$ cat src/rtl/clk_src_pkg.sv
package clk_src_pkg;

  typedef enum logic [2:0] {
    ST_IDLE,
    ST_ISO,
    ST_SEL,
    ST_CRST,
    ST_SMRST,
    ST_REL,
    ST_RECON
  } seq_st_e;

  localparam logic [7:0] CODE_PLL  = 8'h21;
  localparam logic [7:0] CODE_HOST = 8'h23;

  function automatic logic [7:0] src_code(input logic pll);
    return pll ? CODE_PLL : CODE_HOST;
  endfunction

endpackage

$ cat src/rtl/clk_src_decide.sv
module clk_src_decide #(
  parameter int NUM_CH = 2,
  parameter int CH_W   = 1
) (
  input  logic              write_i,
  input  logic              fast_bus_i,
  input  logic [CH_W-1:0]   chan_i,
  input  logic [NUM_CH-1:0] chan_busy_i,
  output logic              need_pll_o,
  output logic              other_busy_o
);

  logic [NUM_CH-1:0] other_mask;

  for (genvar g = 0; g < NUM_CH; g++) begin : g_other
    assign other_mask[g] = chan_busy_i[g] && (chan_i != CH_W'(g));
  end

  assign need_pll_o   = write_i | fast_bus_i;
  assign other_busy_o = |other_mask;

endmodule

$ cat src/rtl/clk_src_step_timer.sv
module clk_src_step_timer #(
  parameter int STEP_W = 4
) (
  input  logic              clk_i,
  input  logic              rst_ni,
  input  logic              load_i,
  input  logic [STEP_W-1:0] len_i,
  input  logic              run_i,
  output logic              step_end_o
);

  logic [STEP_W-1:0] len_q;
  logic [STEP_W-1:0] cnt_q;

  assign step_end_o = run_i && (cnt_q == len_q - STEP_W'(1));

  always_ff @(posedge clk_i or negedge rst_ni) begin
    if (!rst_ni) begin
      len_q <= STEP_W'(1);
      cnt_q <= '0;
    end else if (load_i) begin
      len_q <= (len_i == '0) ? STEP_W'(1) : len_i;
      cnt_q <= '0;
    end else if (run_i) begin
      cnt_q <= step_end_o ? '0 : cnt_q + STEP_W'(1);
    end
  end

  AST_CNT_BOUNDED: assert property (@(posedge clk_i) disable iff (!rst_ni)
    run_i |-> (cnt_q < len_q));

  AST_LEN_NONZERO: assert property (@(posedge clk_i) disable iff (!rst_ni)
    len_q != '0);

endmodule

$ cat src/rtl/clk_src_seq.sv
module clk_src_seq
  import clk_src_pkg::*;
#(
  parameter int NUM_CH = 2
) (
  input  logic              clk_i,
  input  logic              rst_ni,
  input  logic              start_i,
  input  logic              target_pll_i,
  input  logic              step_end_i,
  output logic              run_o,
  output logic              done_o,
  output logic              cur_pll_o,
  output logic              sel_pll_o,
  output logic [NUM_CH-1:0] tristate_o,
  output logic              chan_rst_o,
  output logic [NUM_CH-1:0] sm_rst_o
);

  seq_st_e st_q, st_d;
  logic    tgt_q, cur_q, sel_q;

  always_comb begin
    st_d = st_q;
    unique case (st_q)
      ST_IDLE:  if (start_i)    st_d = ST_ISO;
      ST_ISO:   if (step_end_i) st_d = ST_SEL;
      ST_SEL:   if (step_end_i) st_d = ST_CRST;
      ST_CRST:  if (step_end_i) st_d = ST_SMRST;
      ST_SMRST: if (step_end_i) st_d = ST_REL;
      ST_REL:   if (step_end_i) st_d = ST_RECON;
      ST_RECON: if (step_end_i) st_d = ST_IDLE;
      default:                  st_d = ST_IDLE;
    endcase
  end

  always_ff @(posedge clk_i or negedge rst_ni) begin
    if (!rst_ni) begin
      st_q  <= ST_IDLE;
      tgt_q <= 1'b1;
      cur_q <= 1'b1;
      sel_q <= 1'b1;
    end else begin
      st_q <= st_d;
      if (st_q == ST_IDLE && start_i) tgt_q <= target_pll_i;
      if (st_q == ST_ISO && step_end_i) sel_q <= tgt_q;
      if (done_o) cur_q <= tgt_q;
    end
  end

  assign run_o      = (st_q != ST_IDLE);
  assign done_o     = (st_q == ST_RECON) && step_end_i;
  assign cur_pll_o  = cur_q;
  assign sel_pll_o  = sel_q;
  assign chan_rst_o = (st_q == ST_CRST) || (st_q == ST_SMRST);
  assign tristate_o = {NUM_CH{(st_q != ST_IDLE) && (st_q != ST_RECON)}};
  assign sm_rst_o   = {NUM_CH{st_q == ST_SMRST}};

  AST_SEL_WHILE_ISOLATED: assert property (@(posedge clk_i) disable iff (!rst_ni)
    !$stable(sel_q) |-> (&tristate_o));

  AST_CRST_ISOLATED: assert property (@(posedge clk_i) disable iff (!rst_ni)
    chan_rst_o |-> (&tristate_o));

  AST_SMRST_IN_CRST: assert property (@(posedge clk_i) disable iff (!rst_ni)
    (|sm_rst_o) |-> chan_rst_o);

  AST_CUR_ON_DONE: assert property (@(posedge clk_i) disable iff (!rst_ni)
    !$stable(cur_q) |-> $past(done_o));

  AST_IDLE_MATCH: assert property (@(posedge clk_i) disable iff (!rst_ni)
    !run_o |-> (sel_q == cur_q));

endmodule

$ cat src/rtl/clk_src_switch.sv
module clk_src_switch
  import clk_src_pkg::*;
#(
  parameter int NUM_CH = 2,
  parameter int STEP_W = 4,
  localparam int CH_W  = (NUM_CH > 1) ? $clog2(NUM_CH) : 1
) (
  input  logic              clk_i,
  input  logic              rst_ni,
  input  logic              req_i,
  input  logic [CH_W-1:0]   chan_i,
  input  logic              write_i,
  input  logic              fast_bus_i,
  input  logic [NUM_CH-1:0] chan_busy_i,
  input  logic [STEP_W-1:0] step_cycles_i,
  output logic [7:0]        sel_code_o,
  output logic [NUM_CH-1:0] tristate_o,
  output logic              chan_rst_o,
  output logic [NUM_CH-1:0] sm_rst_o,
  output logic              accept_o,
  output logic              defer_o
);

  logic need_pll, other_busy;
  logic run, done, cur_pll, sel_pll, step_end;
  logic start, mismatch, go_issue, go_defer, go_switch;
  logic accept_q, defer_q;

  clk_src_decide #(.NUM_CH(NUM_CH), .CH_W(CH_W)) u_decide (
    .write_i      (write_i),
    .fast_bus_i   (fast_bus_i),
    .chan_i       (chan_i),
    .chan_busy_i  (chan_busy_i),
    .need_pll_o   (need_pll),
    .other_busy_o (other_busy)
  );

  assign start     = req_i && !run;
  assign mismatch  = (need_pll != cur_pll);
  assign go_issue  = start && !mismatch;
  assign go_defer  = start && mismatch && other_busy;
  assign go_switch = start && mismatch && !other_busy;

  clk_src_step_timer #(.STEP_W(STEP_W)) u_timer (
    .clk_i      (clk_i),
    .rst_ni     (rst_ni),
    .load_i     (go_switch),
    .len_i      (step_cycles_i),
    .run_i      (run),
    .step_end_o (step_end)
  );

  clk_src_seq #(.NUM_CH(NUM_CH)) u_seq (
    .clk_i        (clk_i),
    .rst_ni       (rst_ni),
    .start_i      (go_switch),
    .target_pll_i (need_pll),
    .step_end_i   (step_end),
    .run_o        (run),
    .done_o       (done),
    .cur_pll_o    (cur_pll),
    .sel_pll_o    (sel_pll),
    .tristate_o   (tristate_o),
    .chan_rst_o   (chan_rst_o),
    .sm_rst_o     (sm_rst_o)
  );

  always_ff @(posedge clk_i or negedge rst_ni) begin
    if (!rst_ni) begin
      accept_q <= 1'b0;
      defer_q  <= 1'b0;
    end else begin
      accept_q <= go_issue || done;
      defer_q  <= go_defer;
    end
  end

  assign accept_o   = accept_q;
  assign defer_o    = defer_q;
  assign sel_code_o = src_code(sel_pll);

  AST_ACC_DEF_EXCL: assert property (@(posedge clk_i) disable iff (!rst_ni)
    !(accept_o && defer_o));

  AST_ACCEPT_CONNECTED: assert property (@(posedge clk_i) disable iff (!rst_ni)
    accept_o |-> (tristate_o == '0) && !chan_rst_o);

  AST_DEFER_HOLDS_SRC: assert property (@(posedge clk_i) disable iff (!rst_ni)
    defer_o |-> $stable(sel_code_o) && (tristate_o == '0));

  AST_SEL_LEGAL: assert property (@(posedge clk_i) disable iff (!rst_ni)
    (sel_code_o == CODE_PLL) || (sel_code_o == CODE_HOST));

  AST_NO_RESP_IN_SEQ: assert property (@(posedge clk_i) disable iff (!rst_ni)
    (run && $past(run)) |-> !defer_o);

endmodule

$ cat config.mk
export PLATFORM = sky130hd
export DESIGN_NAME = clk_src_switch
export DESIGN_NICKNAME = d
export VERILOG_FILES = /design/src/rtl/clk_src_pkg.sv /design/src/rtl/clk_src_decide.sv /design/src/rtl/clk_src_step_timer.sv /design/src/rtl/clk_src_seq.sv /design/src/rtl/clk_src_switch.sv
export SDC_FILE = /design/constraint.sdc
export NUM_CORES = 1
export LEC_CHECK = 0
export ABC_AREA = 1
export BUFFER_PORTS_ARGS = -buffer_cell sky130_fd_sc_hd__buf_2
export CAP_MARGIN = 20
export CORE_AREA = 2 2 74 58
export CTS_BUF_LIST = sky130_fd_sc_hd__clkbuf_4
export DETAILED_ROUTE_END_ITERATION = 8
export DIE_AREA = 0 0 76 60
export SYNTH_ARGS = -nofsm -noshare
export SYNTH_HDL_FRONTEND = slang
export SYNTH_SLANG_ARGS = --single-unit
$ cat constraint.sdc
create_clock -name clk_i -period 2.1 [get_ports clk_i]
set_input_delay 0.105 -clock clk_i [delete_from_list [all_inputs] [get_ports clk_i]]
set_output_delay 0.105 -clock clk_i [all_outputs]
set_load 0.02 [all_outputs]
Word-level counts from Yosys, hierarchy flattened

Index checks and enable logic that the tools add are counted.
W data, S select, Z words.

Output and inout bits: 15
Word-level logic and storage cells: 64
Register bits: 16
Input bits: 12

Reduce and logical (&&, ||, !) cells: 23
Muxes and demuxes: 13
Eq/ne operators: 16
Add/sub/neg operators: 2
Bitwise logic cells: 2

Operator list:

| cell                  | number |
|---|---|
| $mux W3               | 7 |
| $pmux W3 S7           | 1 |
| $mux W4               | 4 |
| $ne A2 B1 Y1 const B  | 7 |
| $logic_and A1 B1 Y1   | 12 |
| $eq A3 B3 Y1 const B  | 3 |
| $reduce_and A7 Y1     | 1 |
| $eq A3 B2 Y1 const B  | 2 |
| $add A4 B1 Y4 const B | 1 |
| $eq A4 B4 Y1          | 1 |
| $logic_not A4 Y1      | 1 |
| $sub A4 B1 Y4 const B | 1 |
| $eq A3 B1 Y1 const B  | 1 |
| $logic_not A1 Y1      | 3 |
| $logic_not A3 Y1      | 1 |
| $ne A3 B3 Y1 const B  | 1 |
| $reduce_bool A3 Y1    | 1 |
| $logic_or A1 B1 Y1    | 2 |
| $mux W2               | 1 |
| $reduce_bool A2 Y1    | 1 |
| $reduce_or A2 Y1      | 1 |
| $ne A1 B1 Y1          | 1 |
| $not A1 Y1            | 1 |
| $or A1 B1 Y1          | 1 |

Longest topological paths before layout

Gate-level depths: netlist (run 1).

Depth in word-level cells: 7
Depth in mapped cells: 10
Gate-level depth less buffers: 10

Hierarchy

From an unflattened synthesis (run 1), not the netlist that was laid out.

Cell total of the unflattened synthesis: 156
Area total of the unflattened synthesis: 1118.6 sq um

By module, submodules not included:

| module             | seq. area each (sq um) | cells each | area an instance (sq um) | times used |
|---|---|---|---|---|
| clk_src_step_timer | 201.4                  | 75         | 535.5                    | 1 |
| clk_src_seq        | 153.9                  | 50         | 379.1                    | 1 |
| clk_src_switch     | 50.0                   | 26         | 182.7                    | 1 |
| clk_src_decide     | 0.0                    | 5          | 21.3                     | 1 |

Worst setup path after synthesis (run 1)

Ideal clock, no wire load.

Kind: flip-flop to flip-flop
Start point: register u_timer.len_q[0]
End point: register u_timer.cnt_q[2]
Path buffers: 0
Path slack: 0.538 ns
Clock period less this slack: 1.562 ns
Data required time: 1.984 ns
Arrival time: 1.445 ns
Stages on the path, launching flop included: 10
Setup time: 0.116 ns
Path through: dfstp_2 -> inv_2 -> ha_1 -> xnor2_1 -> nor2_2 -> nand3_4 -> nand2_1 -> inv_2 -> nand2_1 -> nand2_1

Longest elaborated chain between the ends: 6

RTL lines:

| element                  | RTL line                 | text |
|---|---|---|
| start: declaration       | clk_src_step_timer.sv:12 | `logic [STEP_W-1:0] len_q;` |
| start signal: assignment | clk_src_step_timer.sv:22 | `len_q <= (len_i == '0) ? STEP_W'(1) : len_i;` |
| $sub A4 B1 Y4            | clk_src_step_timer.sv:15 | `assign step_end_o = run_i && (cnt_q == len_q - STEP_W'(1));` |
| $eq A4 B4 Y1             | clk_src_step_timer.sv:15 |  |
| $logic_and A1 B1 Y1      | clk_src_step_timer.sv:15 |  |
| $mux W4                  | clk_src_step_timer.sv:25 | `cnt_q <= step_end_o ? '0 : cnt_q + STEP_W'(1);` |
| $mux W4                  | clk_src_step_timer.sv:24 | `end else if (run_i) begin` |
| $mux W4                  | clk_src_step_timer.sv:21 | `end else if (load_i) begin` |
| end signal: assignment   | clk_src_step_timer.sv:25 |  |
| end: declaration         | clk_src_step_timer.sv:13 | `logic [STEP_W-1:0] cnt_q;` |

Every way passes these cells. The select of a mux whose other input is x is not followed.
A chain may end at the register's enable or synchronous reset.

Worst setup path in the final report (run 1)

Start point: register u_timer.len_q[0]
End point: register u_timer.cnt_q[3]

Same word-level chain as after synthesis.

==> flow_summary_export.csv, run 1 <==
group,metric,value,unit
worst_setup_path,cp_slowest_cell,"dfstp_2",
clock_tree,cts_setup_buffers,0,
yosys,synthFlopType,"dfrtp_1",
yosys,synth_top_area_share,27.2,%
yosys,synth.distinct_cells,29,
hold_path,min_from,"step_cycles_i[2]",
cells_and_area,antenna_cells,0,
drt,drt-initial-drc-count,43,
cells_and_area,fin_area,1240,sq um
worst_setup_path,cp.required,2280,ps
hold_path,hp-class,"input pin to flip-flop",
cells_and_area,final-seq-area,405,sq um
global_routing,grt_pass1_wl,3040,um
drt,vias_per_cell,3.83,
yosys,syn_inst,148,
worst_setup_path,ff2ff_path_depth,9,
worst_setup_path,crit_chain,"inv_2, ha_1, xnor2_1, nor2_2, nand3_4, nand2_1, inv_2, nand2_1, nand2_1",
yosys,synth_area_per_cell,7.46,sq um
cells_and_area,finalNetCount,182,
clock_tree,cts_buffer_depth,2,
yosys,synthArstFlopShare,100,%
sta,setup_viol,0,
sta,finalClockSkew,1.33,ps
power,p_leak,0.672,nW
cells_and_area,fillers,429,
yosys,synth.yosys.seq_area_share,36.7,%
worst_setup_path,path_buf_inv,2,
yosys,synth_edf_count,0,
worst_setup_path,worstReg2RegStart,"u_timer.len_q[0]$_DFFE_PN1P_",
global_routing,grt_pass1_vias,642,
global_routing,use_met1,13.3,%
worst_setup_path,rrSetupSlack,460,ps
worst_setup_path,r2r_end,"u_timer.cnt_q[3]$_DFFE_PN0N_",
global_routing,busiest_layer,"met1",
die,fp.dieW,76,um
yosys,synthTopCellsByCount,"49 x nand2_1, 19 x inv_1, 12 x dfrtp_1, 9 x buf_4, 7 x nand3_1",
worst_setup_path,cp-start-kind,"flip-flop",
sta,setup-tns-final,0,ps
worst_setup_path,arrival,1820,ps
clock_tree,cts.reportedPaths.clkPinSlew,80,ps
clock_tree,cts_tree,"built",
cells_and_area,final_util,32.0,%
sta,drv_slew,0,
hold_path,hold_depth,3,
hold_path,holdPathEnd,"u_timer.len_q[2]$_DFFE_PN0P_",
drt,firstDrtPassIters,5,
global_routing,grt_max_degree,17,
worst_setup_path,worst-path-max-fanout,8,
sta,finalWorstSetupSlack,455,ps
sta,rsz0062_at_grt,"false",
die,dieHeight,60,um
die,boundaryPins,27,
yosys,yosysTopAreaCell,"dfrtp_1",
cells_and_area,layout-drive-gt1-share,27.7,%
sta,finalHoldViolCount,0,
power,finalPower,1.84,mW
drt,vias,846,
drt,drc_errors,0,
clock_tree,cts_sinks,16,
placement,io_buffers,19,
status,status,"completed",
global_routing,antenna_found_initial,0,
sta,final.min_clock_period,1640,ps
power,power.density,1480,nW/um^2
placement,post_dp_cell_area,1210,sq um
clock_tree,insertion_delay,270,ps
drt,wl,1850,um
drt,antenna_left,0,
cells_and_area,area_growth,12.4,%
cells_and_area,multi_input_area,538,sq um
yosys,synth-seq-cells,16,
clock_tree,cts_made_buffers,3,
die,dieArea,4560,sq um
placement,dpl_worst_slack,460,ps
power,ir_drop,0.000543,V
die,floorplan.initialDensity,28.5,%
clock_tree,htree_levels,1,
flow_run,max_cap_violations,0,
yosys,synth_most_common_cell,"nand2_1",
sta,fin_crit_sh,78.3,%
sta,fmax,0.608,GHz
global_routing,grtUsageMet3,3.93,%
worst_setup_path,end_kind,"flip-flop",
worst_setup_path,critical_path_class,"flip-flop to flip-flop",
placement,place_hpwl,1530,um
worst_setup_path,slowest_delay,560,ps
yosys,yosysWarnings,0,
worst_setup_path,cp_common_cell,"nand2_1",
yosys,syn_area,1100,sq um
die,num_rows,20,
drt,wl_per_cell,8.38,um
yosys,netlist_top_cells_area,"dfrtp_1 27%, nand2_1 17%, dfstp_2 9.5%",
clock_tree,root_buffer,"clkbuf_4",
global_routing,grt-ovfl-total,0,
global_routing,track_usage,8.52,%
placement,place_congestion,0.794,
global_routing,grt_use_met2,10.6,%
worst_setup_path,crit_family,"flip-flops",
die,core,3880,sq um
worst max path at each step:
stage	end	startpoint	cells past startpoint
after floorplan	u_timer.cnt_q[2]$_DFFE_PN0N_	u_timer.len_q[0]$_DFFE_PN1P_	9
after global placement	u_timer.cnt_q[3]$_DFFE_PN0N_	u_timer.len_q[0]$_DFFE_PN1P_	9
after detailed placement	u_timer.cnt_q[3]$_DFFE_PN0N_	u_timer.len_q[0]$_DFFE_PN1P_	9
after CTS	u_timer.cnt_q[3]$_DFFE_PN0N_	u_timer.len_q[0]$_DFFE_PN1P_	9
after global routing	u_seq.st_q[1]$_DFFE_PN0P_	u_timer.len_q[0]$_DFFE_PN1P_	8
final	u_timer.cnt_q[3]$_DFFE_PN0N_	u_timer.len_q[0]$_DFFE_PN1P_	9
stage by stage:
stage	hold WS [ps]	cells
floorplan	-191	153
global route	75.8	221
global placement	35.6	217
CTS	68.6	221
detailed placement	38.8	217
finish	82.6	221
cells in the final DEF (no fill, tap or decap):
cell	count
conb_1	7
a31oi_1	1
nor3_1	1
inv_4	1
clkbuf_4	3
nand3_2	1
xnor2_1	2
inv_1	19
and2_1	1
dfrtp_1	12
dfstp_2	4
nand4_1	2
a21oi_1	2
nand3_1	7
nand2_1	49
ha_1	2
o21ai_0	4
nor2_2	1
dlygate4sd3_1	1
o21ai_2	5
nand3_4	2
o22ai_1	1
nand2_2	2
nor2_1	4
nor3_2	1
nor2_4	1
xor2_1	2
buf_2	19
inv_2	6
o211ai_1	3
layout make-up:
class	count	share of cell area [%]
Clock buffer	3	1.82
Tap cell	55	5.55
Sequential cell	16	32.7
Multi-Input combinational cell	101	43.4
Timing Repair Buffer	20	8.48
Inverter	26	8.07
state kept, by name, summed over array words and instances (netlist names):
signal and cells:
u_seq.tgt_q 1, accept_o 1, u_seq.sel_pll_o 1, defer_o 1, u_timer.len_q 4, u_seq.cur_pll_o 1
u_seq.st_q 3, u_timer.cnt_q 4
timing repair:
action | 4_1_cts | 5_1_grt
hold buffers | 1 | 0
endpoints found under the hold margin | 12 | 0
resized for setup | 0 | 0
worst min-delay path, stage by stage:
cell	delay [ps]
buf_2	90
inv_1	70
o21ai_2	60
kinds of logic (layout without fill, tap and decap cells):
kind of cell	count (synthesis)	count (layout)	synth area share, %
flops	16	16	36.7
simple gates	72	72	31.1
buf+inv	36	49	16.2
other cells	2	7	0.681
fa+ha+maj	2	2	2.27
compound gates	16	16	9.86
xor+xnor	4	4	3.18
where the power goes:
part / internal [mW] / switching (mW) / total (mW)
logic: 0.386 / 0.675 / 1.06
clock network: 0.0664 / 0.0859 / 0.152
registers: 0.470 / 0.157 / 0.627
layer usage:
metal / up-vias / routed length [um]
met5: - / 0
met4: 0 / 0
met3: 0 / 100
met2: 18 / 717
met1: 351 / 1030
li1: 477 / -
No activity file was read; power rests on OpenSTA's default activity.
==> inputs of run 2 (changes only) <==
--- a/config.mk
+++ b/config.mk
@@ -5,13 +5,13 @@
 export SDC_FILE = /design/constraint.sdc
 export NUM_CORES = 1
 export LEC_CHECK = 0
-export ABC_AREA = 1
+export ABC_AREA = 0
 export BUFFER_PORTS_ARGS = -buffer_cell sky130_fd_sc_hd__buf_2
 export CAP_MARGIN = 20
-export CORE_AREA = 2 2 74 58
+export CORE_AREA = 2 2 72 57
 export CTS_BUF_LIST = sky130_fd_sc_hd__clkbuf_4
 export DETAILED_ROUTE_END_ITERATION = 8
-export DIE_AREA = 0 0 76 60
+export DIE_AREA = 0 0 74 59
 export SYNTH_ARGS = -nofsm -noshare
 export SYNTH_HDL_FRONTEND = slang
 export SYNTH_SLANG_ARGS = --single-unit
==> constraint.sdc (replaced) <==
create_clock -name clk_i -period 1.4 [get_ports clk_i]
set_input_delay 0.07 -clock clk_i [delete_from_list [all_inputs] [get_ports clk_i]]
set_output_delay 0.07 -clock clk_i [all_outputs]
set_load 0.02 [all_outputs]
==> run 2 against run 1 <==
Net effect: critical endpoint is now u_seq.sel_pll_o$_DFFE_PN1P_; largest cell class unchanged; combinational power rose to 3.0 times the previous value; critical path depth fell by 3; core utilization is 15 points higher; flip-flop and latch count is the same; worst hold slack got worse by 55 ps; sequential share of layout area fell by 8.5 points; via count increased by 11%; routed wire length grew 46%; non-clock buffer count is 34 higher; clock-buffer cell count stayed put; sequential power rose by 42%; the run now ends with setup timing left; die area is 4.3% lower.
==> flow_summary_export.csv, run 2 <==
group,metric,value,unit
sta,drv_slew,0,
sta,setup-tns-final,-4240,ps
drt,drt-initial-drc-count,16,
yosys,netlist_top_cells_area,"dfrtp_1 28%, dfstp_2 9.9%, buf_4 6.4%",
clock_tree,cts_sinks,16,
worst_setup_path,cp-start-kind,"flip-flop",
cells_and_area,final_util,46.6,%
yosys,synthTopCellsByCount,"12 x dfrtp_1, 9 x buf_4, 7 x inv_1, 7 x nand2_1",
yosys,synth_edf_count,0,
cells_and_area,fin_area,1670,sq um
yosys,synth-seq-cells,16,
sta,fmax,0.541,GHz
yosys,syn_area,1060,sq um
flow_run,max_cap_violations,0,
cells_and_area,final_cell_mix,"28 x buf_4, 16 x buf_2, 12 x dfrtp_1",
sta,fin_crit_sh,132,%
cells_and_area,finalNetCount,169,
clock_tree,cts.reportedPaths.clkPinSlew,100,ps
clock_tree,cts_made_buffers,3,
sta,finalClockSkew,9.62,ps
clock_tree,cts_tree,"built",
yosys,yosysTopAreaCell,"dfrtp_1",
clock_tree,root_buffer,"clkbuf_4",
drt,vias_per_cell,4.58,
yosys,synth_top_area_share,28.3,%
placement,place_inst,193,
sta,finalHoldViolCount,0,
clock_tree,insertion_delay,290,ps
status,status,"finished, violations left",
sta,final.min_clock_period,1850,ps
yosys,yosysWarnings,0,
power,combPwrFrac,73.5,%
placement,post_dp_cell_area,1390,sq um
cells_and_area,multi_input_area,744,sq um
drt,antenna_left,0,
power,switching_power,1.88,mW
worst_setup_path,worst-path-max-fanout,8,
yosys,synthFlopType,"dfrtp_1",
worst_setup_path,cp.required,1610,ps
drt,vias,943,
power,internal_power,2.44,mW
worst_setup_path,slowest_delay,550,ps
sta,whs,27.2,ps
die,fp.dieW,74,um
cells_and_area,layout.cells.non_filler,206,
yosys,synth_most_common_cell,"dfrtp_1",
drt,firstDrtPassIters,4,
global_routing,track_usage,14.0,%
power,clkPwrFrac,5.8,%
clock_tree,cts_buffer_depth,2,
worst_setup_path,arrival,2060,ps
clock_tree,htree_levels,1,
global_routing,grt_pass1_wl,4550,um
cells_and_area,layout-drive-gt1-share,62.3,%
cells_and_area,fillers,338,
die,floorplan.initialDensity,29.5,%
drt,wl,2710,um
sta,setup_viol,16,
worst_setup_path,critical_path_class,"flip-flop to flip-flop",
worst_setup_path,cp_slowest_cell,"dfstp_2",
hold_path,hp-class,"input pin to flip-flop",
drt,drc_errors,0,
yosys,synth_area_per_cell,10.2,sq um
sta,finalWorstSetupSlack,-447,ps
die,core,3590,sq um
global_routing,antenna_found_initial,0,
cells_and_area,final_common_cell,"buf_4",
power,power.density,2580,nW/um^2
die,boundaryPins,27,
power,p_seq_share,20.7,%
cells_and_area,antenna_cells,0,
cells_and_area,reg_top3,"u_timer.cnt_q: 4 flops, u_timer.len_q: 4 flops, u_seq.st_q: 3 flops",
yosys,synth.yosys.seq_area_share,38.3,%
global_routing,grt-ovfl-total,0,
yosys,syn_inst,104,
power,ir_drop,0.000765,V
power,finalPower,4.31,mW
placement,dpl_worst_slack,-517,ps
die,dieHeight,59,um
die,dieArea,4370,sq um
worst_setup_path,crit_chain,"inv_2, ha_4, xor2_2, nand3_4, nor4_4, mux2_4",
global_routing,grt_pass1_vias,977,
yosys,synthArstFlopShare,100,%
placement,place_congestion,0.778,
worst_setup_path,end_kind,"flip-flop",
power,p_leak,0.754,nW
placement,io_buffers,19,
die,num_rows,19,
global_routing,grt_max_degree,17,
sta,rsz0062_at_grt,"true",
status,failed_checks,"setup timing",
power,switching_share,43.5,%
yosys,synth.distinct_cells,42,
cells_and_area,area_growth,57.9,%
drt,wl_per_cell,13.1,um
placement,place_hpwl,1860,um
cells_and_area,final-seq-area,405,sq um
run 2: final cells by class:
type	count	area share, %
Tap cell	52	3.89
Timing Repair Buffer	54	24.0
Clock buffer	3	1.35
Sequential cell	16	24.2
Multi-Input combinational cell	73	44.5
Clock inverter	1	0.224
Inverter	7	1.80
run 2: repair_timing:
item,CTS,global route
pin swaps,7,8
endpoints found under the hold margin,13,0
setup endpoints to repair,19,21
hold buffers,1,0
setup buffers,6,4
resized for setup,29,9
run 2: metal layers:
metal,part of all wire [%],wire (um),GRT usage (%),up-vias
met2,54,1460,24.6,25
met5,0,0,0,-
met1,42,1130,17.5,456
li1,-,-,-,460
met4,0.26,7,3.38,0
met3,4.2,113,3.06,2
run 2: worst max-delay path: cells and delay by family, from the launching register on:
family / cells / cell delay (ps)
xor gates and xnor gates: 1 / 170
adders and majority gates: 1 / 270
muxes: 1 / 320
and+or+nand+nor: 2 / 420
DFF: 1 / 550
buffers and inverters: 1 / 50
run 2: logic make-up (layout without fill, tap and decap cells):
kind of cell,count (synthesis),count (layout),share of synthesized area (%)
buf+inv,20,65,10.5
fa+ha+maj,2,2,2.36
xor+xnor,6,6,7.79
simple gates,35,35,19.7
other cells,2,7,0.709
flops,16,16,38.3
compound gates,16,16,13.5
mux,7,7,7.20
run 2: final timing paths:
path                                               from                      endpoint  slack, ps  cells after the start
max                        u_timer.len_q[0]$_DFFE_PN1P_   u_seq.sel_pll_o$_DFFE_PN1P_       -450                      6
min                                    step_cycles_i[3]  u_timer.len_q[3]$_DFFE_PN0P_         30                      2
max reg2reg                u_timer.len_q[0]$_DFFE_PN1P_   u_seq.sel_pll_o$_DFFE_PN1P_       -450                      6
min reg2reg                     u_seq.tgt_q$_DFFE_PN1P_       u_seq.tgt_q$_DFFE_PN1P_        520                      2
max in group asynchronous                        rst_ni   u_seq.cur_pll_o$_DFFE_PN1P_        860                      2
min in group asynchronous                        rst_ni  u_timer.cnt_q[0]$_DFFE_PN0N_        220                      2
run 2: power by group through the flow:
stage          clock, mW  sequential (mW)  combinational (mW)
6_report           0.251            0.893                3.17
5_1_grt            0.285            0.917                3.44
4_1_cts            0.262            0.879                2.97
3_5_place_dp           0            0.855                2.41
3_3_place_gp           0            0.854                2.33
2_1_floorplan          0            0.857                1.62
==> inputs of run 3 (changes only) <==
--- a/config.mk
+++ b/config.mk
@@ -12,6 +12,7 @@
 export CTS_BUF_LIST = sky130_fd_sc_hd__clkbuf_4
 export DETAILED_ROUTE_END_ITERATION = 8
 export DIE_AREA = 0 0 74 59
+export RECOVER_POWER = 100
 export SYNTH_ARGS = -nofsm -noshare
 export SYNTH_HDL_FRONTEND = slang
 export SYNTH_SLANG_ARGS = --single-unit
==> constraint.sdc (replaced) <==
create_clock -name clk_i -period 1.4 [get_ports clk_i]
set_input_delay 0.07 -clock clk_i [delete_from_list [all_inputs] [get_ports clk_i]]
set_output_delay 0.07 -clock clk_i [all_outputs]
set_load 0.005 [all_outputs]
==> run 3 against run 2 <==
Net effect: the flow still finishes with violations (setup timing); setup slack worse by 21 ps; global-route usage down 0.48 points; critical path depth unchanged; sequential share of layout area up 2.5 points; clock power up 11%; routed wire length down 3.9%; fmax down 1.1%; non-clock buffer count down 9; register-to-register slack worse by 20 ps; critical path type unchanged; critical endpoint is now u_seq.cur_pll_o$_DFFE_PN1P_.
==> flow_summary_export.csv, run 3 (synthesis results as in run 2) <==
group,metric,value,unit
worst_setup_path,end_kind,"flip-flop",
worst_setup_path,cp_slowest_cell,"dfstp_2",
drt,vias,887,
die,dieHeight,59,um
status,failed_checks,"setup timing",
cells_and_area,area_growth,43.2,%
cells_and_area,antenna_cells,0,
drt,antenna_left,0,
worst_setup_path,arrival,2080,ps
cells_and_area,layout-drive-gt1-share,53.4,%
worst_setup_path,slowest_delay,550,ps
cells_and_area,fillers,353,
clock_tree,cts_tree,"built",
placement,place_inst,191,
sta,fin_crit_sh,133,%
die,boundaryPins,27,
drt,vias_per_cell,4.48,
worst_setup_path,cp.required,1620,ps
drt,wl_per_cell,13.1,um
sta,rsz0062_at_grt,"true",
placement,io_buffers,19,
die,floorplan.initialDensity,29.5,%
hold_path,hp-class,"input pin to flip-flop",
die,dieArea,4370,sq um
cells_and_area,reg_top3,"u_timer.cnt_q: 4 flops, u_timer.len_q: 4 flops, u_seq.st_q: 3 flops",
power,ir_drop,0.000674,V
cells_and_area,final-seq-area,405,sq um
clock_tree,cts_made_buffers,3,
sta,finalClockSkew,2.71,ps
sta,drv_slew,0,
power,finalPower,3.82,mW
placement,dpl_worst_slack,-465,ps
sta,fmax,0.535,GHz
die,num_rows,19,
cells_and_area,final_cell_mix,"24 x buf_4, 13 x buf_2, 12 x dfrtp_1",
drt,drt-initial-drc-count,21,
power,power.density,2520,nW/um^2
clock_tree,htree_levels,1,
global_routing,antenna_found_initial,0,
global_routing,track_usage,13.5,%
cells_and_area,final_util,42.3,%
die,fp.dieW,74,um
placement,place_hpwl,1900,um
sta,maxSlewHeadroom,40.8,%
sta,finalWorstSetupSlack,-468,ps
sta,setup_viol,14,
cells_and_area,finalNetCount,161,
clock_tree,cts_buffer_depth,2,
cells_and_area,layout.cells.non_filler,198,
global_routing,grt_pass1_wl,4470,um
cells_and_area,multi_input_area,701,sq um
sta,tightest_slew,889,ps
drt,drc_errors,0,
global_routing,grt-ovfl-total,0,
clock_tree,insertion_delay,280,ps
clock_tree,cts.reportedPaths.clkPinSlew,100,ps
power,p_leak,0.664,nW
drt,firstDrtPassIters,4,
clock_tree,cts_sinks,16,
worst_setup_path,crit_chain,"inv_2, ha_4, xor2_4, nand3_4, nor4_4, mux2_4",
cells_and_area,final_common_cell,"buf_4",
global_routing,grt_pass1_vias,951,
drt,wl,2600,um
worst_setup_path,crit_family,"flip-flops",
clock_tree,root_buffer,"clkbuf_4",
status,status,"finished, violations left",
global_routing,grt_max_degree,17,
sta,final.min_clock_period,1870,ps
flow_run,max_cap_violations,0,
worst_setup_path,path_buf_inv,1,
placement,place_congestion,0.715,
sta,finalHoldViolCount,0,
worst_setup_path,worst-path-max-fanout,5,
worst_setup_path,cp-start-kind,"flip-flop",
worst_setup_path,critical_path_class,"flip-flop to flip-flop",
die,core,3590,sq um
==> run 3: cell types whose count changed in the layout (fill, tap and decap cells not counted), moves of 2 or more <==
| cell | before | now |
|---|---|---|
| buf_6 | 9 | 1 |
| o21ai_4 | 2 | 0 |
| o31ai_1 | 0 | 2 |
| buf_2 | 16 | 13 |
| clkbuf_1 | 0 | 5 |
| buf_4 | 28 | 24 |
==> run 3: path summary, 6_finish.rpt <==
kind | startpoint | cells past startpoint | slack [ps] | to
max in group asynchronous | rst_ni | 2 | 440 | u_seq.st_q[1]$_DFFE_PN0P_
worst min register to register | u_seq.tgt_q$_DFFE_PN1P_ | 2 | 540 | u_seq.tgt_q$_DFFE_PN1P_
worst min-delay path | step_cycles_i[1] | 2 | 30 | u_timer.len_q[1]$_DFFE_PN0P_
min in group asynchronous | rst_ni | 2 | 420 | u_timer.len_q[3]$_DFFE_PN0P_
worst max register to register | u_timer.len_q[0]$_DFFE_PN1P_ | 6 | -470 | u_seq.cur_pll_o$_DFFE_PN1P_
worst max-delay path | u_timer.len_q[0]$_DFFE_PN1P_ | 6 | -470 | u_seq.cur_pll_o$_DFFE_PN1P_
==> run 3: layout make-up <==
class	instances	area share [%]
Clock buffer	4	1.98
Timing Repair Buffer	45	19.1
Multi-Input combinational cell	74	46.2
Tap cell	52	4.29
Sequential cell	16	26.7
Inverter	7	1.73
==> run 3: through the flow <==
stage	TNS, ps	hold WS [ps]	instance area, sq um
final	-4090	26.8	1520
after global routing	-5180	12.1	1520
after CTS	-3860	21.1	1490
after detailed placement	-4520	4.59	1370
after global placement	-4080	-1.40	1370
after floorplan	-3440	-226	1130
==> run 3: repair_timing <==
item                                   4_1_cts  5_1_grt
endpoints found under the hold margin       16        0
setup endpoints to repair                   18       17
pin swaps                                    9        2
resized for setup                           13        6
hold buffers                                 1        0
cloned                                       1        0
setup buffers                                1        0
==> run 3: power breakdown <==
| group | switching [mW] | internal, mW | total (mW) |
|---|---|---|---|
| Clock | 0.148 | 0.130 | 0.278 |
| Combinational | 1.36 | 1.30 | 2.66 |
| Sequential | 0.168 | 0.709 | 0.877 |
| Total | 1.68 | 2.14 | 3.82 |
==> run 3: metal layers <==
metal | up-vias | GRT usage, % | routed length, um | share of wire (%)
li1 | 443 | - | - | -
met1 | 422 | 18.2 | 1160 | 45
met2 | 20 | 22.6 | 1350 | 52
met3 | 2 | 1.36 | 73 | 2.8
met4 | 0 | 4.94 | 20 | 0.77
met5 | - | 0 | 0 | 0
